--- src/rtl/sfsu_pkg.sv ---
package sfsu_pkg;

    localparam int WORD_W = 32;
    localparam int ADDR_W = 3;

    typedef enum logic [ADDR_W-1:0] {
        REG_STATUS = 3'd0,
        REG_INTEN  = 3'd1,
        REG_THRESH = 3'd2,
        REG_COUNT  = 3'd3,
        REG_TXDATA = 3'd4,
        REG_RXDATA = 3'd5
    } reg_sel_e;

    // Sticky events, packed so the struct lines up with status bits 5:1
    typedef struct packed {
        logic rx_of;
        logic tx_uf;
        logic rx_req;
        logic tx_req;
        logic done;
    } evt_t;

    localparam int EVT_W = $bits(evt_t);

    function automatic logic [WORD_W-1:0] pack_status(evt_t ev, logic busy);
        return WORD_W'({ev, busy});
    endfunction

endpackage

--- src/rtl/sfsu_fifo.sv ---
module sfsu_fifo #(
    parameter int DEPTH = 8,
    parameter int WIDTH = 32,
    localparam int PW   = (DEPTH > 1) ? $clog2(DEPTH) : 1,
    localparam int CW   = $clog2(DEPTH + 1)
) (
    input  logic             clk,
    input  logic             rst,
    input  logic             push,
    input  logic [WIDTH-1:0] din,
    input  logic             pop,
    output logic [WIDTH-1:0] dout,
    output logic [CW-1:0]    count,
    output logic             full,
    output logic             empty
);
    logic [WIDTH-1:0] mem [DEPTH];
    logic [PW-1:0]    wr_ptr, rd_ptr;
    logic             push_ok, pop_ok;

    assign full    = (count == CW'(DEPTH));
    assign empty   = (count == '0);
    assign push_ok = push && !full;
    assign pop_ok  = pop && !empty;
    assign dout    = mem[rd_ptr];

    function automatic logic [PW-1:0] bump(logic [PW-1:0] p);
        return (p == PW'(DEPTH - 1)) ? '0 : p + 1'b1;
    endfunction

    always_ff @(posedge clk) begin
        if (push_ok) mem[wr_ptr] <= din;
    end

    always_ff @(posedge clk) begin
        if (rst) begin
            wr_ptr <= '0;
            rd_ptr <= '0;
            count  <= '0;
        end else begin
            if (push_ok) wr_ptr <= bump(wr_ptr);
            if (pop_ok)  rd_ptr <= bump(rd_ptr);
            case ({push_ok, pop_ok})
                2'b10:   count <= count + 1'b1;
                2'b01:   count <= count - 1'b1;
                default: count <= count;
            endcase
        end
    end

    // occupancy never exceeds the depth
    a_r2_no_overflow: assert property (@(posedge clk) disable iff (rst)
        count <= CW'(DEPTH));

    // a push into a full queue with no pop leaves the level unchanged
    a_r3_full_push_dropped: assert property (@(posedge clk) disable iff (rst)
        (full && push && !pop) |=> (count == CW'(DEPTH)));

endmodule

--- src/rtl/sfsu_status.sv ---
module sfsu_status
    import sfsu_pkg::*;
(
    input  logic             clk,
    input  logic             rst,
    input  evt_t             set_ev,
    input  evt_t             clr_ev,
    input  logic [EVT_W-1:0] inten,
    output evt_t             sticky,
    output logic             irq
);
    always_ff @(posedge clk) begin
        if (rst) sticky <= '0;
        else     sticky <= (sticky & ~clr_ev) | set_ev;
    end

    assign irq = |(EVT_W'(sticky) & inten);

    // an event in the same cycle as its clear leaves the bit set
    a_r6_set_wins: assert property (@(posedge clk) disable iff (rst)
        set_ev.done |=> sticky.done);

    // done holds until cleared
    a_r8_done_holds: assert property (@(posedge clk) disable iff (rst)
        (sticky.done && !clr_ev.done) |=> sticky.done);

    // no enables, no interrupt
    a_r11_irq_masked: assert property (@(posedge clk) disable iff (rst)
        (inten == '0) |-> !irq);

endmodule

--- src/rtl/spi_fifo_stat_unit.sv ---
module spi_fifo_stat_unit
    import sfsu_pkg::*;
#(
    parameter int DEPTH      = 8,
    parameter int TX_TH_INIT = 4,
    parameter int RX_TH_INIT = 4,
    localparam int CW        = $clog2(DEPTH + 1)
) (
    input  logic              clk,
    input  logic              rst,
    input  logic              host_wr,
    input  logic              host_rd,
    input  logic [ADDR_W-1:0] host_addr,
    input  logic [WORD_W-1:0] host_wdata,
    output logic [WORD_W-1:0] host_rdata,
    input  logic              eng_busy,
    input  logic              eng_done,
    input  logic              eng_tx_pop,
    output logic [WORD_W-1:0] eng_tx_word,
    output logic              eng_tx_avail,
    input  logic              eng_rx_push,
    input  logic [WORD_W-1:0] eng_rx_word,
    output logic              irq
);
    localparam int FLD = 4;

    logic [CW-1:0]     tx_cnt, rx_cnt, tx_th, rx_th;
    logic              tx_full, tx_empty, rx_full, rx_empty;
    logic [WORD_W-1:0] rx_head;
    logic [EVT_W-1:0]  inten;
    evt_t              set_ev, clr_ev, sticky;
    logic              wr_tx, rd_rx;

    assign wr_tx = host_wr && (host_addr == REG_TXDATA);
    assign rd_rx = host_rd && (host_addr == REG_RXDATA);

    sfsu_fifo #(.DEPTH(DEPTH), .WIDTH(WORD_W)) u_txq (
        .clk(clk), .rst(rst), .push(wr_tx), .din(host_wdata), .pop(eng_tx_pop),
        .dout(eng_tx_word), .count(tx_cnt), .full(tx_full), .empty(tx_empty));

    sfsu_fifo #(.DEPTH(DEPTH), .WIDTH(WORD_W)) u_rxq (
        .clk(clk), .rst(rst), .push(eng_rx_push), .din(eng_rx_word), .pop(rd_rx),
        .dout(rx_head), .count(rx_cnt), .full(rx_full), .empty(rx_empty));

    assign eng_tx_avail = !tx_empty;

    // Control registers
    always_ff @(posedge clk) begin
        if (rst) begin
            inten <= '0;
            tx_th <= CW'(TX_TH_INIT);
            rx_th <= CW'(RX_TH_INIT);
        end else if (host_wr) begin
            if (host_addr == REG_INTEN) inten <= host_wdata[EVT_W-1:0];
            if (host_addr == REG_THRESH) begin
                tx_th <= host_wdata[CW-1:0];
                rx_th <= host_wdata[FLD +: CW];
            end
        end
    end

    // Event sources
    always_comb begin
        set_ev.done   = eng_done;
        set_ev.tx_req = (tx_cnt <= tx_th);
        set_ev.rx_req = (rx_cnt >= rx_th) || (eng_done && !rx_empty);
        set_ev.tx_uf  = eng_tx_pop && tx_empty;
        set_ev.rx_of  = eng_rx_push && rx_full;
        clr_ev = (host_wr && host_addr == REG_STATUS) ? evt_t'(host_wdata[EVT_W:1]) : '0;
    end

    sfsu_status u_stat (
        .clk(clk), .rst(rst), .set_ev(set_ev), .clr_ev(clr_ev),
        .inten(inten), .sticky(sticky), .irq(irq));

    // Read path
    always_comb begin
        host_rdata = '0;
        case (host_addr)
            REG_STATUS: host_rdata = pack_status(sticky, eng_busy);
            REG_INTEN:  host_rdata = WORD_W'(inten);
            REG_THRESH: host_rdata = WORD_W'({FLD'(rx_th), FLD'(tx_th)});
            REG_COUNT:  host_rdata = WORD_W'({FLD'(tx_cnt), FLD'(rx_cnt)});
            REG_RXDATA: host_rdata = rx_empty ? '0 : rx_head;
            default:    host_rdata = '0;
        endcase
    end

    // popping an empty transmit queue raises underflow
    a_r5_underflow_flag: assert property (@(posedge clk) disable iff (rst)
        (eng_tx_pop && tx_empty) |=> sticky.tx_uf);

    // pushing a full receive queue raises overflow
    a_r4_overflow_flag: assert property (@(posedge clk) disable iff (rst)
        (eng_rx_push && rx_full) |=> sticky.rx_of);

    // a host write into a full transmit queue changes nothing
    a_r3_tx_full_ignored: assert property (@(posedge clk) disable iff (rst)
        (wr_tx && tx_full && !eng_tx_pop) |=> (tx_cnt == CW'(DEPTH)));

endmodule

--- config.mk ---
export PLATFORM = sky130hd
export DESIGN_NAME = spi_fifo_stat_unit
export DESIGN_NICKNAME = d
export VERILOG_FILES = /design/src/rtl/sfsu_pkg.sv /design/src/rtl/sfsu_fifo.sv /design/src/rtl/sfsu_status.sv /design/src/rtl/spi_fifo_stat_unit.sv
export SDC_FILE = /design/constraint.sdc
export NUM_CORES = 1
export LEC_CHECK = 0
export BUFFER_PORTS_ARGS = -buffer_cell sky130_fd_sc_hd__buf_4
export CAP_MARGIN = 0
export CORE_ASPECT_RATIO = 1.1
export CORE_UTILIZATION = 34
export CTS_BUF_LIST = sky130_fd_sc_hd__clkbuf_16
export DETAILED_ROUTE_END_ITERATION = 12
export HOLD_SLACK_MARGIN = 0.05
export SYNTH_ARGS = -nofsm -noshare
export SYNTH_HDL_FRONTEND = slang
export SYNTH_SLANG_ARGS = --single-unit
--- constraint.sdc ---
create_clock -name clk -period 14.7 [get_ports clk]
set_input_delay 0.735 -clock clk [delete_from_list [all_inputs] [get_ports clk]]
set_output_delay 0.735 -clock clk [all_outputs]
set_load 0.1 [all_outputs]
==> metrics.log, run 1 <==
[metrics] status: complete, no violations
[metrics] FF-to-FF path depth: 4
[metrics] kind of capture point of the worst setup path: output pin
[metrics] Setup Total Neg Slack: 0 ns
[metrics] slew of the pin with the lowest slew margin: between 1 and 1.5 ns
[metrics] vias per inst: 4.97
[metrics] largest voltage drop on the vdd net: slightly above 100 uV
[metrics] wire per inst: around 22 um
[metrics] share of synthesized registers carrying an async set or reset: 0
[metrics] initial drt markers: 710
[metrics] end of the worst register-to-register path: u_txq.mem[1][29]$_DFFE_PP_
[metrics] vias in the first global route: ~11000
[metrics] share of post-route cells with drive strength above 1: 0.337
[metrics] effective utilization at floorplan: 0.346
[metrics] clk_skew: between 0.015 and 0.02 ns
[metrics] final max-slew violation count: 0
[metrics] final standard cell count with taps included and fillers excluded: approximately 2100
[metrics] Post-CTS Hold Fix Bufs: 0
[metrics] Post-synth top cells: edfxtp_1, mux4_2, nand2_1, dfxtp_1, a21oi_1
[metrics] crit path max fanout: 47
[metrics] wire length of the first global-routing pass: ~69000 um
[metrics] type of the worst setup path: register to output pin
[metrics] clock buffer count from CTS: 57
[metrics] Clock Pin Slew Worst Setup and Hold Paths: approximately 0.060 ns
[metrics] cell count after synthesis: 1070
[metrics] setup repair bufs after CTS: 0
[metrics] worst slack at placement: approximately 11 ns
[metrics] pin count of the biggest net entering global routing: 65
[metrics] fin worst setup slack: 10.66 ns
[metrics] total standard cell area after synthesis: about 22000 um^2
[metrics] worst hold path type: input port to register
[metrics] final HPWL from detailed placement: 26700 um
[metrics] Synth warnings: 0
[metrics] residual antenna-violating net count after detailed routing: 0
[metrics] Relative slew margins: 0.309
[metrics] type of element launching the critical path: register
[metrics] via count: ~11000
[metrics] Die Outline Area: approximately 65000 um^2
[metrics] count of different cell masters after synthesis: just under 50
[metrics] top post-synthesis cells by area: edfxtp_1, mux4_2, dfxtp_1, mux2_2, ha_1
[metrics] clock tree from TritonCTS: yes
[metrics] worst min-delay path startpoint: host_wdata[13]
[metrics] synthesized net count: about 1200
[metrics] setup slack of the worst register-to-register path: between 10 and 15 ns
[metrics] global-route congestion overflow total: 0
[metrics] final worst path period share: 0.275
[metrics] cells resized by post-CTS repair: 0
[metrics] final setup fails: 0
[metrics] number of nets at the end of the flow: about 1300
[metrics] hold path cells: 1
[metrics] count of final hold-check violations: 0
[metrics] final worst path period need: slightly above 4 ns
[metrics] core footprint: ~63000 um^2
[metrics] RSZ-0062 raised after global routing: false
[metrics] max cap viols: 0
[metrics] count of buffers inserted at the top-level ports: between 100 and 150
[metrics] DRC violations left: 0
[metrics] number of sinks on the clock net: ~560
[metrics] leakage power total: 8.36 nW
[metrics] Min Hold Slack: about 0.36 ns
[metrics] CP required: 13.97 ns
[metrics] number of enable-type register cells in the synthesized netlist: 512
[metrics] instance count after placement with tap cells included: approximately 2000
[metrics] final weighted congestion in routability-driven placement: 0.733
[metrics] Synth Area per Inst: ~20 um^2
[metrics] Die H: 267 um
[metrics] post-synthesis to final-layout area growth: 18.0%
[metrics] worst path arrival time: ~3.3 ns
[metrics] Seq/Total Area, Yosys: 0.749
[metrics] initial antenna violation count: 1
[metrics] die outline width: 243 um
[metrics] Tot GR Track Use: 0.143
[metrics] clock latency on the worst-skew pair: about 0.6 ns
[metrics] Cell Pwr Density: approximately 130 nW/um^2
[metrics] top-area cell type share of the netlist area: 0.709
[metrics] endpoint with the worst hold slack: u_txq.mem[0][13]$_DFFE_PP_
[metrics] number of antenna diodes: 0
[metrics] clock root buffer: clkbuf_16
[metrics] FF-to-FF Start: u_txq.count[1]$_SDFFE_PP0P_
[metrics] wire length reported by the detailed router: approximately 46000 um
[metrics] H-tree levels: 2
[metrics] total number of placement rows: between 90 and 100
[metrics] Clock Path Buffers: 3
[metrics] final core utilization: 0.408
[metrics] most frequent cell after synthesis: edfxtp_1
[metrics] Synth Flop Type: edfxtp_1
[metrics] I/O pin count: ~140
[metrics] maximum operating frequency: 248 MHz
[metrics] detailed-routing iteration count for the pre-antenna-repair pass: 5
[metrics] number of storage elements in the synthesis netlist: ~560
[metrics] post-synthesis cell type with the largest combined area: edfxtp_1
-- per-stage QoR --
stage	cell area (um^2)	total power, mW
2_1_floorplan	21700	2.02
3_3_place_gp	23800	2.11
3_5_place_dp	23800	2.11
4_1_cts	25600	3.49
5_1_grt	25600	3.56
6_report	25600	3.45
-- layout make-up --
class | instances | area (um^2)
repair buffers | 162 | 1220
clock buffers | 57 | 1430
clock inverters | 47 | 362
inverters | 14 | 52.6
multi-input cells | 448 | 5240
fillers | 5566 | 37100
flip-flops and latches | 556 | 16300
well taps | 833 | 1040
-- report_power, final --
group / leakage [nW] / internal, mW / switching [mW]
clock: 0.925 / 0.790 / 0.584
sequential: 4.99 / 1.75 / 0.0210
combinational: 2.44 / 0.106 / 0.198
total: 8.36 / 2.64 / 0.804
-- cell usage in the layout, fill, tap and decap left out, types with 3 or more instances in the layout --
master     netlist  layout
nor2_1          41      37
bufinv_16        0       5
clkinv_1         0      16
a21oi_1         43      43
a221o_1          8       8
mux4_2         132     132
or3_1            5       5
buf_4            0     162
nand3_1          6       6
inv_1           13      27
ha_1            22      22
dfxtp_1         44      39
dfxtp_2          0       3
o21ai_0          5       5
mux2i_1         19      19
mux2_2          35      35
edfxtp_1       512     512
nor3_2           1       7
xor2_1           6       6
nand2b_1         6       6
clkbuf_16        0      57
and2b_1          5       5
clkinv_2         0       6
nor2_4           0       4
nand2_1         69      69
-- sequential cells by signal (all words and copies together) (netlist names), named ones only --
signal         flops
tx_th              4
inten              5
u_rxq.mem        256
u_rxq.count        4
u_txq.count        4
u_rxq.rd_ptr       3
u_rxq.wr_ptr       3
rx_th              4
u_txq.mem        256
u_txq.rd_ptr       3
u_stat.sticky      5
u_txq.wr_ptr       3
-- layer usage --
layer  up-vias  GRT usage  share of wire
met5         -          0        0.00028
met4         2     0.0359          0.017
met3        66     0.0315          0.054
met2       257      0.245           0.50
met1      5500      0.182           0.43
li1       4697          -              -
-- critical path, cell delays in order (launching register included) --
cell,delay (ns)
dfxtp_4,0.59
buf_4,0.82
mux4_2,0.61
a221o_1,0.40
buf_4,0.25
-- cells by family (layout without fill, tap and decap cells) --
| kind of cell | Yosys count | in the layout | share of synthesized area |
|---|---|---|---|
| DFF | 556 | 556 | 0.749 |
| and+or+nand+nor | 164 | 164 | 0.0370 |
| AOI/OAI and AO/OA | 69 | 69 | 0.0197 |
| xor gates and xnor gates | 6 | 6 | 0.00242 |
| buffers and inverters | 66 | 280 | 0.0136 |
| muxes | 187 | 187 | 0.165 |
| adders and majority gates | 22 | 22 | 0.0127 |
-- how the worst max path moves through the flow --
stage | startpoint | end | slack [ns] | cells past startpoint
after CTS | register | host_rdata[7] | 10.51 | 4
final | register | host_rdata[3] | 10.66 | 4
after detailed placement | host_addr[1] | host_rdata[3] | 10.72 | 6
after global routing | register | host_rdata[7] | 10.38 | 4
after floorplan | host_addr[2] | u_txq.mem[4][0]$_DFFE_PP_ | 9.26 | 5
after global placement | host_addr[1] | host_rdata[7] | 10.72 | 6
No activity file was read; power rests on OpenSTA's default activity.
==> run 2: changes to the inputs <==
--- a/config.mk
+++ b/config.mk
@@ -5,6 +5,7 @@
 export SDC_FILE = /design/constraint.sdc
 export NUM_CORES = 1
 export LEC_CHECK = 0
+export ABC_AREA = 1
 export BUFFER_PORTS_ARGS = -buffer_cell sky130_fd_sc_hd__buf_4
 export CAP_MARGIN = 0
 export CORE_ASPECT_RATIO = 1.1
==> constraint.sdc (replaced) <==
create_clock -name clk -period 3.39 [get_ports clk]
set_input_delay 0.1695 -clock clk [delete_from_list [all_inputs] [get_ports clk]]
set_output_delay 0.1695 -clock clk [all_outputs]
set_load 0.1 [all_outputs]
==> run 2 against run 1 <==
- first-iteration DRC count grew 26%
- critical endpoint is now host_rdata[25]
- final cell count is 36% higher
- total power increased to 5.6 times the previous value
- die area increased by 2.2%
- flip-flop and latch count stayed put
- critical path depth increased by 2
- clock skew is 0.0029 ns lower
- area after synthesis is 2.2% higher
- via count is 37% higher
- synthesized cell count rose by 67%
==> metrics.log, run 2 <==
[metrics] total number of placement rows: 97
[metrics] Slowest cell on crit path: dfxtp_2
[metrics] switching part of the total power: 0.339
[metrics] max cap viols: 0
[metrics] complex-gate fraction of the synthesized area: 0.120
[metrics] area share of fa/ha/maj cells after synthesis: 0.0124
[metrics] global-route congestion overflow total: 0
[metrics] cell-by-cell listing of the critical path: buf_12 > o21ai_0 > o22ai_1 > o21ai_1 > nor2_1 > buf_4
[metrics] Post-synth top cells: edfxtp_1, nor2_1, o21ai_0, o21ai_1, o22ai_1
[metrics] post-synthesis cell type with the largest combined area: edfxtp_1
[metrics] vias in the first global route: 14100
[metrics] post-synthesis to final-layout area growth: 21.4%
[metrics] Logic pwr share: 0.258
[metrics] most frequent cell after synthesis: edfxtp_1
[metrics] final worst path period share: 0.839
[metrics] share of the synthesized netlist area taken by xor and xnor gates: 0.000790
[metrics] number of enable-type register cells in the synthesized netlist: 512
[metrics] H-tree levels: 2
[metrics] type of element launching the critical path: register
[metrics] part of the total power dissipated in the clock network: 0.337
[metrics] crit path max fanout: 52
[metrics] count of different cell masters after synthesis: 35
[metrics] Synth Area per Inst: between 10 and 15 um^2
[metrics] share of synthesized registers carrying an async set or reset: 0
[metrics] Regs by FF count: u_rxq.mem (256), u_txq.mem (256)
[metrics] area share of and/or/nand/nor cells after synthesis: 0.0989
[metrics] core footprint: 64100 um^2
[metrics] Setup Total Neg Slack: 0 ns
[metrics] final core utilization: 0.420
[metrics] type of the worst setup path: register to output pin
[metrics] CP required: 3.22 ns
[metrics] total standard cell area after synthesis: about 22000 um^2
[metrics] status: complete, no violations
[metrics] residual antenna-violating net count after detailed routing: 0
[metrics] Seq/Total Area, Yosys: 0.733
[metrics] count of buffers inserted at the top-level ports: 140
[metrics] clock root buffer: clkbuf_16
[metrics] top-area cell type share of the netlist area: 0.694
[metrics] final setup fails: 0
[metrics] final max-slew violation count: 0
[metrics] vias per inst: between 4 and 5
[metrics] count of final hold-check violations: 0
[metrics] clock latency on the worst-skew pair: 0.61 ns
[metrics] final HPWL from detailed placement: about 29000 um
[metrics] wire length reported by the detailed router: 52400 um
[metrics] via count: approximately 14000
[metrics] switching power summed over all nets: about 6.5 mW
[metrics] Die H: roughly 270 um
[metrics] setup slack of the worst register-to-register path: roughly 1.2 ns
[metrics] final worst path period need: ~2.8 ns
[metrics] number of storage elements in the synthesis netlist: roughly 560
[metrics] worst hold path type: input port to register
[metrics] Layout fillers: ~6000
[metrics] clock buffer count from CTS: 57
[metrics] largest voltage drop on the vdd net: 894 uV
[metrics] I/O pin count: ~140
[metrics] final weighted congestion in routability-driven placement: ~0.80
[metrics] synthesized net count: 1885
[metrics] cell count after synthesis: ~1800
[metrics] Max stage delay on crit path: between 0.7 and 0.8 ns
[metrics] kind of capture point of the worst setup path: output pin
[metrics] wire per inst: ~18 um
[metrics] worst min-delay path startpoint: host_addr[1]
[metrics] clk_skew: between 0.015 and 0.02 ns
[metrics] Relative slew margins: 0.410
[metrics] initial antenna violation count: 5
[metrics] most used cells in the layout excluding fill and tap cells: edfxtp_1, nor2_1, o21ai_0
[metrics] number of sinks on the clock net: around 560
[metrics] wire length of the first global-routing pass: 81100 um
[metrics] leakage power total: between 9 and 10 nW
[metrics] clock tree from TritonCTS: yes
[metrics] Clock Pin Slew Worst Setup and Hold Paths: ~0.06 ns
[metrics] Tot GR Track Use: 0.157
[metrics] proportion of power drawn by flip-flops and latches: 0.405
[metrics] effective utilization at floorplan: 0.346
[metrics] RSZ-0062 raised after global routing: false
[metrics] main combinational cell family by area after synthesis: compound AO/OA/AOI/OAI gates
[metrics] Die Outline Area: about 66000 um^2
[metrics] Cell Pwr Density: ~710 nW/um^2
[metrics] internal power component: between 10 and 15 mW
[metrics] worst path arrival time: 2.67 ns
[metrics] initial drt markers: ~900
[metrics] pin count of the biggest net entering global routing: around 130
[metrics] slew of the pin with the lowest slew margin: ~0.9 ns
[metrics] detailed-routing iteration count for the pre-antenna-repair pass: 5
[metrics] FF-to-FF Start: u_txq.count[2]$_SDFFE_PP0P_
[metrics] Synth warnings: 0
[metrics] Clock Path Buffers: 3
[metrics] setup repair bufs after CTS: 0
[metrics] number of nets at the end of the flow: 2087
[metrics] leading cell type in the layout, fill and taps excluded: edfxtp_1
[metrics] maximum operating frequency: between 300 and 400 MHz
[metrics] top post-synthesis cells by area: edfxtp_1, nor2_1, o21ai_0, dfxtp_1, o21ai_1
[metrics] DRC violations left: 0
[metrics] die outline width: between 200 and 250 um
[metrics] mux contribution to synthesized area: 0
[metrics] share of post-route cells with drive strength above 1: 0.144
[metrics] Synth Flop Type: edfxtp_1
[run 2: power by group through the flow]
stage | Clock, mW | Sequential, mW | Combinational, mW
after floorplan | 0 | 7.88 | 3.74
after global placement | 0 | 7.90 | 4.84
after detailed placement | 0 | 7.90 | 4.90
after CTS | 6.60 | 7.76 | 4.98
after global routing | 6.87 | 7.78 | 5.28
final | 6.45 | 7.76 | 4.94
[run 2: metrics by stage]
stage	std cells	hold slack (ns)	setup slack (ns)	total power [mW]	cell area, um^2
2_1_floorplan	1788	0.268	0.568	11.6	22200
3_3_place_gp	2699	0.401	1.06	12.7	24200
3_5_place_dp	2699	0.405	1.08	12.8	24200
4_1_cts	2880	0.0532	0.494	19.3	26900
5_1_grt	2882	0.0988	0.314	19.9	26900
6_report	2883	0.0951	0.547	19.2	26900
[run 2: area by class of cell]
class / count / area [um^2] / share of cell area
Antenna cell: 3 / 7.51 / 0.000279
Clock buffer: 58 / 1450 / 0.0539
Clock inverter: 50 / 508 / 0.0189
Inverter: 57 / 216 / 0.00805
Multi-Input combinational cell: 1071 / 5270 / 0.196
Sequential cell: 556 / 16300 / 0.605
Tap cell: 841 / 1050 / 0.0391
Timing Repair Buffer: 247 / 2140 / 0.0794
[run 2: logic make-up (layout without fill, tap and decap cells)]
| group | Yosys count | in the layout |
|---|---|---|
| buffers and inverters | 161 | 412 |
| xor gates and xnor gates | 2 | 2 |
| DFF | 556 | 556 |
| adders and majority gates | 22 | 22 |
| AOI/OAI and AO/OA | 488 | 488 |
| other | 0 | 3 |
| and+or+nand+nor | 559 | 559 |
[run 2: critical path, delay by kind of cell (launching register included)]
family | cells | cell delay [ns]
buffers and inverters | 2 | 0.67
and+or+nand+nor | 1 | 0.22
AOI/OAI and AO/OA | 3 | 0.41
DFF | 1 | 0.74
[run 2: path summary, 6_finish.rpt]
kind	to	cells past startpoint
setup / recovery	host_rdata[25]	6
hold / removal	register	6
setup reg to reg	u_txq.count[2]$_SDFFE_PP0P_	12
hold reg to reg	tx_th[1]$_SDFFE_PP0P_	2
[run 2: timing repair]
| action | in CTS | in global routing |
|---|---|---|
| hold buffers | 73 | 0 |
| endpoints found under the hold margin | 543 | 0 |
| resized for setup | 0 | 0 |
[run 2: per-layer routing]
metal | part of all wire | global-route usage | vias up
li1 | - | - | 6919
met1 | 0.42 | 0.199 | 6989
met4 | 0.017 | 0.0363 | 4
met5 | 0.00052 | 0 | -
met3 | 0.066 | 0.0387 | 78
met2 | 0.49 | 0.267 | 416
